<file path="src/rtl/tuner_i2c_pkg.sv">
package tuner_i2c_pkg;

    localparam int BYTE_W   = 8;
    localparam int DIV_W    = 15;
    localparam int BAND_W   = 4;
    localparam int TEST_W   = 3;
    localparam int CODE_W   = 3;
    localparam int SEL_W    = 2;
    localparam int MAX_DATA = 4;
    localparam int IDX_W    = $clog2(MAX_DATA);
    localparam int CNT_W    = $clog2(MAX_DATA + 1);
    localparam int BIT_W    = $clog2(BYTE_W);
    localparam logic [6-SEL_W:0] ADDR_FIXED = 5'b11000;

    typedef enum logic [2:0] {
        ST_IDLE,
        ST_RX,
        ST_WAITF,
        ST_ACK,
        ST_TX,
        ST_SKIP
    } eng_state_e;

    typedef enum logic [1:0] {
        ACK_ADDR_W,
        ACK_ADDR_R,
        ACK_DATA
    } ack_kind_e;

    typedef struct packed {
        logic [TEST_W-1:0] test;
        logic [1:0]        ref_sel;
        logic              osc;
    } ctrl_t;

    typedef struct packed {
        logic              valid;
        logic [IDX_W-1:0]  idx;
        logic [BYTE_W-1:0] data;
    } byte_ev_t;

    function automatic logic addr_hit(input logic [BYTE_W-1:0] b,
                                      input logic [SEL_W-1:0] sel);
        return b[BYTE_W-1:1] == {ADDR_FIXED, sel};
    endfunction

    function automatic ctrl_t decode_ctrl(input logic [BYTE_W-1:0] b);
        ctrl_t c;
        c.test    = b[5:3];
        c.ref_sel = b[2:1];
        c.osc     = b[0];
        return c;
    endfunction

    function automatic logic [BYTE_W-1:0] pack_status(input logic por,
                                                      input logic lock,
                                                      input logic [CODE_W-1:0] code);
        return {por, lock, 3'b000, code};
    endfunction

endpackage

</file>
<file path="src/rtl/i2c_line_sync.sv">
module i2c_line_sync
    import tuner_i2c_pkg::*;
#(
    parameter int STAGES = 2
) (
    input  logic clk,
    input  logic rst,
    input  logic scl_i,
    input  logic sda_i,
    output logic scl_lvl,
    output logic sda_lvl,
    output logic scl_rise,
    output logic scl_fall,
    output logic start_det,
    output logic stop_det
);

    localparam int LINES = 2;

    logic [LINES-1:0] raw;
    logic [LINES-1:0] lvl;
    logic [LINES-1:0] lvl_d;

    assign raw = {sda_i, scl_i};

    for (genvar g = 0; g < LINES; g++) begin : g_line
        logic [STAGES-1:0] sh;
        always_ff @(posedge clk) begin
            if (rst) sh <= '1;
            else     sh <= {sh[STAGES-2:0], raw[g]};
        end
        assign lvl[g] = sh[STAGES-1];
    end

    always_ff @(posedge clk) begin
        if (rst) lvl_d <= '1;
        else     lvl_d <= lvl;
    end

    assign scl_lvl   = lvl[0];
    assign sda_lvl   = lvl[1];
    assign scl_rise  = lvl[0] & ~lvl_d[0];
    assign scl_fall  = ~lvl[0] & lvl_d[0];
    assign start_det = lvl[0] & lvl_d[0] & lvl_d[1] & ~lvl[1];
    assign stop_det  = lvl[0] & lvl_d[0] & ~lvl_d[1] & lvl[1];

endmodule

</file>
<file path="src/rtl/i2c_bit_engine.sv">
module i2c_bit_engine
    import tuner_i2c_pkg::*;
(
    input  logic              clk,
    input  logic              rst,
    input  logic              scl_lvl,
    input  logic              sda_lvl,
    input  logic              scl_rise,
    input  logic              scl_fall,
    input  logic              start_det,
    input  logic              stop_det,
    input  logic [SEL_W-1:0]  addr_sel,
    input  logic [BYTE_W-1:0] status_byte,
    output logic              sda_oe,
    output byte_ev_t          byte_ev,
    output logic              tx_done
);

    eng_state_e        state;
    ack_kind_e         kind;
    logic              is_addr;
    logic [BIT_W-1:0]  bitcnt;
    logic [CNT_W-1:0]  data_cnt;
    logic [BYTE_W-1:0] sreg;
    logic [BYTE_W-1:0] txsh;

    always_ff @(posedge clk) begin
        byte_ev.valid <= 1'b0;
        tx_done       <= 1'b0;
        if (rst) begin
            state    <= ST_IDLE;
            kind     <= ACK_ADDR_W;
            is_addr  <= 1'b0;
            bitcnt   <= '0;
            data_cnt <= '0;
            sreg     <= '0;
            txsh     <= '0;
            sda_oe   <= 1'b0;
            byte_ev  <= '0;
        end else if (start_det) begin
            state    <= ST_RX;
            is_addr  <= 1'b1;
            bitcnt   <= '0;
            data_cnt <= '0;
            sda_oe   <= 1'b0;
        end else if (stop_det) begin
            state  <= ST_IDLE;
            sda_oe <= 1'b0;
        end else begin
            case (state)
                ST_RX: if (scl_rise) begin
                    sreg <= {sreg[BYTE_W-2:0], sda_lvl};
                    if (bitcnt == BIT_W'(BYTE_W - 1)) state <= ST_WAITF;
                    else                              bitcnt <= bitcnt + 1'b1;
                end
                ST_WAITF: if (scl_fall) begin
                    if (is_addr) begin
                        if (addr_hit(sreg, addr_sel)) begin
                            sda_oe <= 1'b1;
                            state  <= ST_ACK;
                            kind   <= sreg[0] ? ACK_ADDR_R : ACK_ADDR_W;
                        end else begin
                            state <= ST_SKIP;
                        end
                    end else if (data_cnt < CNT_W'(MAX_DATA)) begin
                        sda_oe <= 1'b1;
                        state  <= ST_ACK;
                        kind   <= ACK_DATA;
                    end else begin
                        state <= ST_SKIP;
                    end
                end
                ST_ACK: if (scl_fall) begin
                    bitcnt <= '0;
                    case (kind)
                        ACK_ADDR_R: begin
                            txsh   <= status_byte;
                            sda_oe <= ~status_byte[BYTE_W-1];
                            state  <= ST_TX;
                        end
                        ACK_DATA: begin
                            sda_oe        <= 1'b0;
                            byte_ev.valid <= 1'b1;
                            byte_ev.idx   <= data_cnt[IDX_W-1:0];
                            byte_ev.data  <= sreg;
                            data_cnt      <= data_cnt + 1'b1;
                            state         <= ST_RX;
                        end
                        default: begin
                            sda_oe  <= 1'b0;
                            is_addr <= 1'b0;
                            state   <= ST_RX;
                        end
                    endcase
                end
                ST_TX: if (scl_fall) begin
                    if (bitcnt == BIT_W'(BYTE_W - 1)) begin
                        sda_oe  <= 1'b0;
                        tx_done <= 1'b1;
                        state   <= ST_SKIP;
                    end else begin
                        bitcnt <= bitcnt + 1'b1;
                        txsh   <= {txsh[BYTE_W-2:0], 1'b0};
                        sda_oe <= ~txsh[BYTE_W-2];
                    end
                end
                default: ;
            endcase
        end
    end


    oe_scl_low_chk: assert property (@(posedge clk) disable iff (rst)
        !$stable(sda_oe) |-> !scl_lvl);


    ack_before_byte_chk: assert property (@(posedge clk) disable iff (rst)
        byte_ev.valid |-> $past(sda_oe));


    tx_after_ack_chk: assert property (@(posedge clk) disable iff (rst)
        $rose(tx_done) |-> !sda_oe);

endmodule

</file>
<file path="src/rtl/pair_router.sv">
module pair_router
    import tuner_i2c_pkg::*;
(
    input  logic              clk,
    input  logic              rst,
    input  logic              xfer_clr,
    input  byte_ev_t          byte_ev,
    output logic [DIV_W-1:0]  div_q,
    output ctrl_t             ctrl_q,
    output logic [BAND_W-1:0] band_q
);

    logic [BYTE_W-1:0] held;
    logic              held_ok;
    logic              second;

    assign second = byte_ev.valid & byte_ev.idx[0];

    always_ff @(posedge clk) begin
        if (rst) begin
            held    <= '0;
            held_ok <= 1'b0;
            div_q   <= '0;
            ctrl_q  <= '0;
            band_q  <= '0;
        end else if (xfer_clr) begin
            held_ok <= 1'b0;
        end else if (byte_ev.valid) begin
            if (!byte_ev.idx[0]) begin
                held    <= byte_ev.data;
                held_ok <= 1'b1;
            end else if (held_ok) begin
                held_ok <= 1'b0;
                if (held[BYTE_W-1]) begin
                    ctrl_q <= decode_ctrl(held);
                    band_q <= byte_ev.data[BAND_W-1:0];
                end else begin
                    div_q <= {held[BYTE_W-2:0], byte_ev.data};
                end
            end
        end
    end


    div_commit_chk: assert property (@(posedge clk) disable iff (rst)
        !$stable(div_q) |-> $past(second));


    band_commit_chk: assert property (@(posedge clk) disable iff (rst)
        !$stable(band_q) |-> $past(second));

endmodule

</file>
<file path="src/rtl/tuner_i2c_rx.sv">
module tuner_i2c_rx
    import tuner_i2c_pkg::*;
#(
    parameter int SYNC_STAGES = 2
) (
    input  logic              clk,
    input  logic              rst,
    input  logic              scl_i,
    input  logic              sda_i,
    output logic              sda_oe,
    input  logic [SEL_W-1:0]  addr_sel,
    input  logic              lock_i,
    input  logic [CODE_W-1:0] code_i,
    output logic [DIV_W-1:0]  div_ratio,
    output logic [TEST_W-1:0] test_mode,
    output logic [1:0]        ref_sel,
    output logic              osc_ctrl,
    output logic [BAND_W-1:0] band_sw
);

    logic scl_lvl, sda_lvl, scl_rise, scl_fall, start_det, stop_det;
    logic tx_done;
    logic por_q;
    logic [BYTE_W-1:0] status_byte;
    byte_ev_t byte_ev;
    ctrl_t    ctrl_q;

    i2c_line_sync #(.STAGES(SYNC_STAGES)) u_sync (
        .clk       (clk),
        .rst       (rst),
        .scl_i     (scl_i),
        .sda_i     (sda_i),
        .scl_lvl   (scl_lvl),
        .sda_lvl   (sda_lvl),
        .scl_rise  (scl_rise),
        .scl_fall  (scl_fall),
        .start_det (start_det),
        .stop_det  (stop_det)
    );

    assign status_byte = pack_status(por_q, lock_i, code_i);

    i2c_bit_engine u_eng (
        .clk         (clk),
        .rst         (rst),
        .scl_lvl     (scl_lvl),
        .sda_lvl     (sda_lvl),
        .scl_rise    (scl_rise),
        .scl_fall    (scl_fall),
        .start_det   (start_det),
        .stop_det    (stop_det),
        .addr_sel    (addr_sel),
        .status_byte (status_byte),
        .sda_oe      (sda_oe),
        .byte_ev     (byte_ev),
        .tx_done     (tx_done)
    );

    pair_router u_route (
        .clk      (clk),
        .rst      (rst),
        .xfer_clr (start_det | stop_det),
        .byte_ev  (byte_ev),
        .div_q    (div_ratio),
        .ctrl_q   (ctrl_q),
        .band_q   (band_sw)
    );

    always_ff @(posedge clk) begin
        if (rst)          por_q <= 1'b1;
        else if (tx_done) por_q <= 1'b0;
    end

    assign test_mode = ctrl_q.test;
    assign ref_sel   = ctrl_q.ref_sel;
    assign osc_ctrl  = ctrl_q.osc;


    por_clear_chk: assert property (@(posedge clk) disable iff (rst)
        $fell(por_q) |-> $past(tx_done));


    por_never_sets_chk: assert property (@(posedge clk) disable iff (rst)
        !$rose(por_q));

endmodule

</file>
<file path="config.mk">
export PLATFORM = sky130hd
export DESIGN_NAME = tuner_i2c_rx
export DESIGN_NICKNAME = d
export VERILOG_FILES = /design/src/rtl/tuner_i2c_pkg.sv /design/src/rtl/i2c_line_sync.sv /design/src/rtl/i2c_bit_engine.sv /design/src/rtl/pair_router.sv /design/src/rtl/tuner_i2c_rx.sv
export SDC_FILE = /design/constraint.sdc
export NUM_CORES = 1
export LEC_CHECK = 0
export ABC_AREA = 1
export BUFFER_PORTS_ARGS = -buffer_cell sky130_fd_sc_hd__buf_2
export CAP_MARGIN = 30
export CORE_ASPECT_RATIO = 0.6
export CORE_MARGIN = 2
export CORE_UTILIZATION = 63
export CTS_CLUSTER_SIZE = 14
export DETAILED_ROUTE_END_ITERATION = 12
export PLACE_DENSITY_LB_ADDON = 0.15
export SYNTH_ARGS = -nofsm -noshare
export SYNTH_HDL_FRONTEND = slang
export SYNTH_HIERARCHICAL = 1
export SYNTH_SLANG_ARGS = --single-unit
</file>
<file path="constraint.sdc">
create_clock -name clk -period 2.3 [get_ports clk]
set_input_delay 0.115 -clock clk [delete_from_list [all_inputs] [get_ports clk]]
set_output_delay 0.115 -clock clk [all_outputs]
set_load 0.05 [all_outputs]
</file>
==> Implementation_results.wiki <==
{| class="wikitable"
! Metric !! Value
|-
| Run status || complete, no violations
|-
| Power Dens Cells || slightly below 700 nW/µm²
|-
| Minimum setup slack after placement || between 500 and 600 ps
|-
| H-tree level count || 3
|-
| Critical-path cell with the highest stage delay || sky130_fd_sc_hd__nand3_2
|-
| Static Leakage || 2.04 nW
|-
| CTS Root Buffer Type || sky130_fd_sc_hd__clkbuf_8
|-
| Worst Hold Margin || 105 ps
|-
| Critical path type || reg -> reg
|-
| Number of max-cap violations || 0
|-
| Total buffers and inverters traversed by the critical path || 0
|-
| Clock latency of the later-clocked register in the worst-skew pair || 350 ps
|-
| Final setup slack of the worst path || 389 ps
|-
| Number of pins with negative max-slew slack in the final report || 0
|-
| Antenna diode count || 0
|-
| Number of top-level pins || 36
|-
| Post-Syn Instances || 516
|-
| Post-synthesis to final-layout area growth || 13.5%
|-
| Global-route wire length before repair || approximately 13 mm
|-
| Ordered list of cells on the worst path || nand2_1, nor2_1, or2_1, nor2_1, nand3_2, nand2_1, nand2_1, nor2_1
|-
| Die width || 100 µm
|-
| Port Buffers || 35
|-
| Final critical-path share of the clock period || between 80 and 90%
|-
| Hold Fails Final Rpt || 0
|-
| Total of cells resized after clock tree synthesis || 0
|-
| Average footprint of a synthesized cell || 6.82 µm²
|-
| Final standard cell area without fillers || 3990 µm²
|-
| Crit path required time || roughly 2500 ps
|-
| Tmin final || 1910 ps
|-
| Final-stage net count || 573
|-
| Inst Count DP || 614
|-
| Internal Pwr Total || 2.07 mW
|-
| Placement row count || 21
|-
| Placer Congestion || 0.957
|-
| Top fanout value on the critical path || 30
|-
| Clock slew at the register clock pins of the worst setup and hold paths || 80 ps
|-
| Clock power frac || 41.0%
|-
| DRC || 0
|-
| Number of buffers added by the clock tree synthesis step || 9
|-
| Detailed-route wire length || ~7.7 mm
|-
| Via count of the first global-routing pass || ~2.7k
|-
| NetSw || between 600 and 700 µW
|-
| Worst endpoint data arrival time || 2150 ps
|-
| Vias per inst || 5.10
|-
| Area of the core region || 5490 µm²
|-
| Total number of vias || around 3.2k
|-
| Top cell family by delay on the critical path || simple AND/OR/NAND/NOR gates
|-
| Post-synthesis cell area || approximately 3500 µm²
|-
| Maximum clock frequency || 523 MHz
|-
| Fraction of layout instances using a drive strength above 1 || 12.1%
|-
| Number of inserted filler cells in the final layout || roughly 460
|-
| Transition time at the pin with the least slew margin || 768 ps
|-
| Initial core utilization || between 60% and 70%
|-
| CTS tree || done
|-
| Sum Neg Setup Slack || 0 ps
|-
| Count of non-filler cells in the finished layout || 632
|-
| Startpoint type of the worst setup path || flip-flop
|-
| Max_slew headroom || 48.8%
|-
| Wirelength per Cell || roughly 12 µm
|-
| Number of antenna violations at the first check in global routing || 0
|-
| Antenna Nets Post-Route || 0
|-
| Pin count of the biggest net entering global routing || 31
|-
| Global-route total usage across every layer || 26.5%
|-
| Power share of the sequential group || 52.4%
|-
| Comb power frac || 6.7%
|-
| Maximum vdd drop || 419 µV
|-
| First DRT Iteration DRCs || 223
|-
| Die height || 61.9 µm
|-
| Setup repair after global routing missed its margin || no
|-
| Fin Clk Skew || 7.04 ps
|-
| Final global-route overflow total || 0
|-
| Max clock buf depth || 2
|-
| First drt pass iteration count || 6
|-
| Kind of path behind the tightest hold check || in -> reg
|-
| CP endpoint kind || flip-flop
|-
| Area enclosed by the die boundary || 6220 µm²
|-
| Half-perimeter wire length after detailed placement || between 5 and 6 mm
|-
| Setup Viol. Count Final || 0
|-
| Switching share of power || 23.3%
|-
| CTS sink count || 80
|-
| Number of warnings reported in the yosys synthesis log || 6
|-
| Total cell area at the placement stage || 3760 µm²
|-
| Max incr delay on CP || about 410 ps
|}
==> power groups by stage <==
stage          Combinational [mW]  Sequential [mW]  Clock (mW)
4_1_cts                     0.175             1.41        1.13
3_5_place_dp                0.170             1.45           0
2_1_floorplan               0.127             1.44           0
3_3_place_gp                0.166             1.45           0
6_report                    0.180             1.41        1.11
5_1_grt                     0.201             1.42        1.18
==> area by class of cell <==
type	instances	area (µm²)	share of cell area, %
inverters	71	267	6.67
flip-flops and latches	80	1600	40.1
clock inverters	4	77.6	1.94
clock buffers	12	135	3.38
multi-input cells	354	1590	39.9
well taps	69	86.3	2.16
repair buffers	42	233	5.83
==> tightest hold or removal path: stages <==
cell                      delay [ps]
sky130_fd_sc_hd__buf_2           100
sky130_fd_sc_hd__nand2_1          50
sky130_fd_sc_hd__nand2_1          50
sky130_fd_sc_hd__nand2_1          60
sky130_fd_sc_hd__nor2_1           40
==> worst paths after layout <==
| kind | start | end | slack, ps | depth (start not counted) |
|---|---|---|---|---|
| worst max-delay path | u_sync/g_line[0].sh[1]$_SDFF_PP1_ | u_route/div_q[8]$_SDFFE_PP0P_ | 390 | 8 |
| worst min-delay path | code_i[0] | u_eng/txsh[0]$_SDFFE_PP0P_ | 110 | 5 |
| worst max register to register | u_sync/g_line[0].sh[1]$_SDFF_PP1_ | u_route/div_q[8]$_SDFFE_PP0P_ | 390 | 8 |
| worst min register to register | u_sync/g_line[0].sh[0]$_SDFF_PP1_ | u_sync/g_line[0].sh[1]$_SDFF_PP1_ | 420 | 1 |
==> placed cells by master, fill, tap and decap left out <==
cell                            instances
sky130_fd_sc_hd__o21ai_4                1
sky130_fd_sc_hd__ha_1                   5
sky130_fd_sc_hd__inv_6                  1
sky130_fd_sc_hd__nor2_1               134
sky130_fd_sc_hd__inv_2                  4
sky130_fd_sc_hd__dfxtp_1               80
sky130_fd_sc_hd__nand4_1               10
sky130_fd_sc_hd__buf_2                 35
sky130_fd_sc_hd__clkbuf_1               3
sky130_fd_sc_hd__o21ai_1                1
sky130_fd_sc_hd__nand2_1              112
sky130_fd_sc_hd__clkinv_1               2
sky130_fd_sc_hd__inv_1                 65
sky130_fd_sc_hd__nand3_4                1
sky130_fd_sc_hd__nand3_1               23
sky130_fd_sc_hd__nand3_2                2
sky130_fd_sc_hd__nor3_4                 2
sky130_fd_sc_hd__buf_4                  5
sky130_fd_sc_hd__nor2_2                 1
sky130_fd_sc_hd__or2_2                  1
sky130_fd_sc_hd__nor3_1                 2
sky130_fd_sc_hd__nor2_4                 2
sky130_fd_sc_hd__a21oi_1               17
sky130_fd_sc_hd__conb_1                 3
sky130_fd_sc_hd__clkbuf_8               9
sky130_fd_sc_hd__or2_1                  5
sky130_fd_sc_hd__dlygate4sd3_1          2
sky130_fd_sc_hd__clkinv_4               1
sky130_fd_sc_hd__o21ai_0               31
sky130_fd_sc_hd__bufinv_16              2
sky130_fd_sc_hd__nand2_4                1
==> metrics by stage <==
| step | utilization [%] | power, mW |
|---|---|---|
| 2_1_floorplan | - | 1.57 |
| 3_3_place_gp | 68.5 | 1.61 |
| 3_5_place_dp | 68.5 | 1.62 |
| 4_1_cts | 72.7 | 2.71 |
| 5_1_grt | 72.7 | 2.80 |
| 6_report | 72.7 | 2.70 |
==> layer usage <==
| metal | wire length [µm] | up-vias | track usage (%) |
|---|---|---|---|
| met2 | 3040 | 149 | 37.3 |
| li1 | - | 1659 | - |
| met5 | 0 | - | 0 |
| met4 | 92 | 0 | 7.05 |
| met3 | 757 | 19 | 9.06 |
| met1 | 3810 | 1399 | 39.0 |
==> registers in the layout, summed over array words and instances, names as in the netlist <==
| register | cells |
|---|---|
| u_route/div_q | 15 |
| u_route/ctrl_q | 6 |
| u_route/held_ok | 1 |
| u_eng/is_addr | 1 |
| por_q | 1 |
| u_sync/g_line.sh | 4 |
| u_eng/tx_done | 1 |
| u_eng/sreg | 8 |
| u_eng/state | 3 |
| u_eng/kind | 2 |
| u_route/band_q | 4 |
| u_eng/txsh | 7 |
| u_sync/lvl_d | 2 |
| u_eng/sda_oe | 1 |
| u_eng/bitcnt | 3 |
| u_eng/data_cnt | 3 |
| u_route/held | 8 |
| u_eng/byte_ev | 10 |
==> what timing repair did <==
action	in CTS	in global routing
hold buffers	2	0
setup buffers	0	0
endpoints found under the setup margin	0	0
hold endpoints to repair	2	0
No activity file was read; power rests on OpenSTA's default activity.
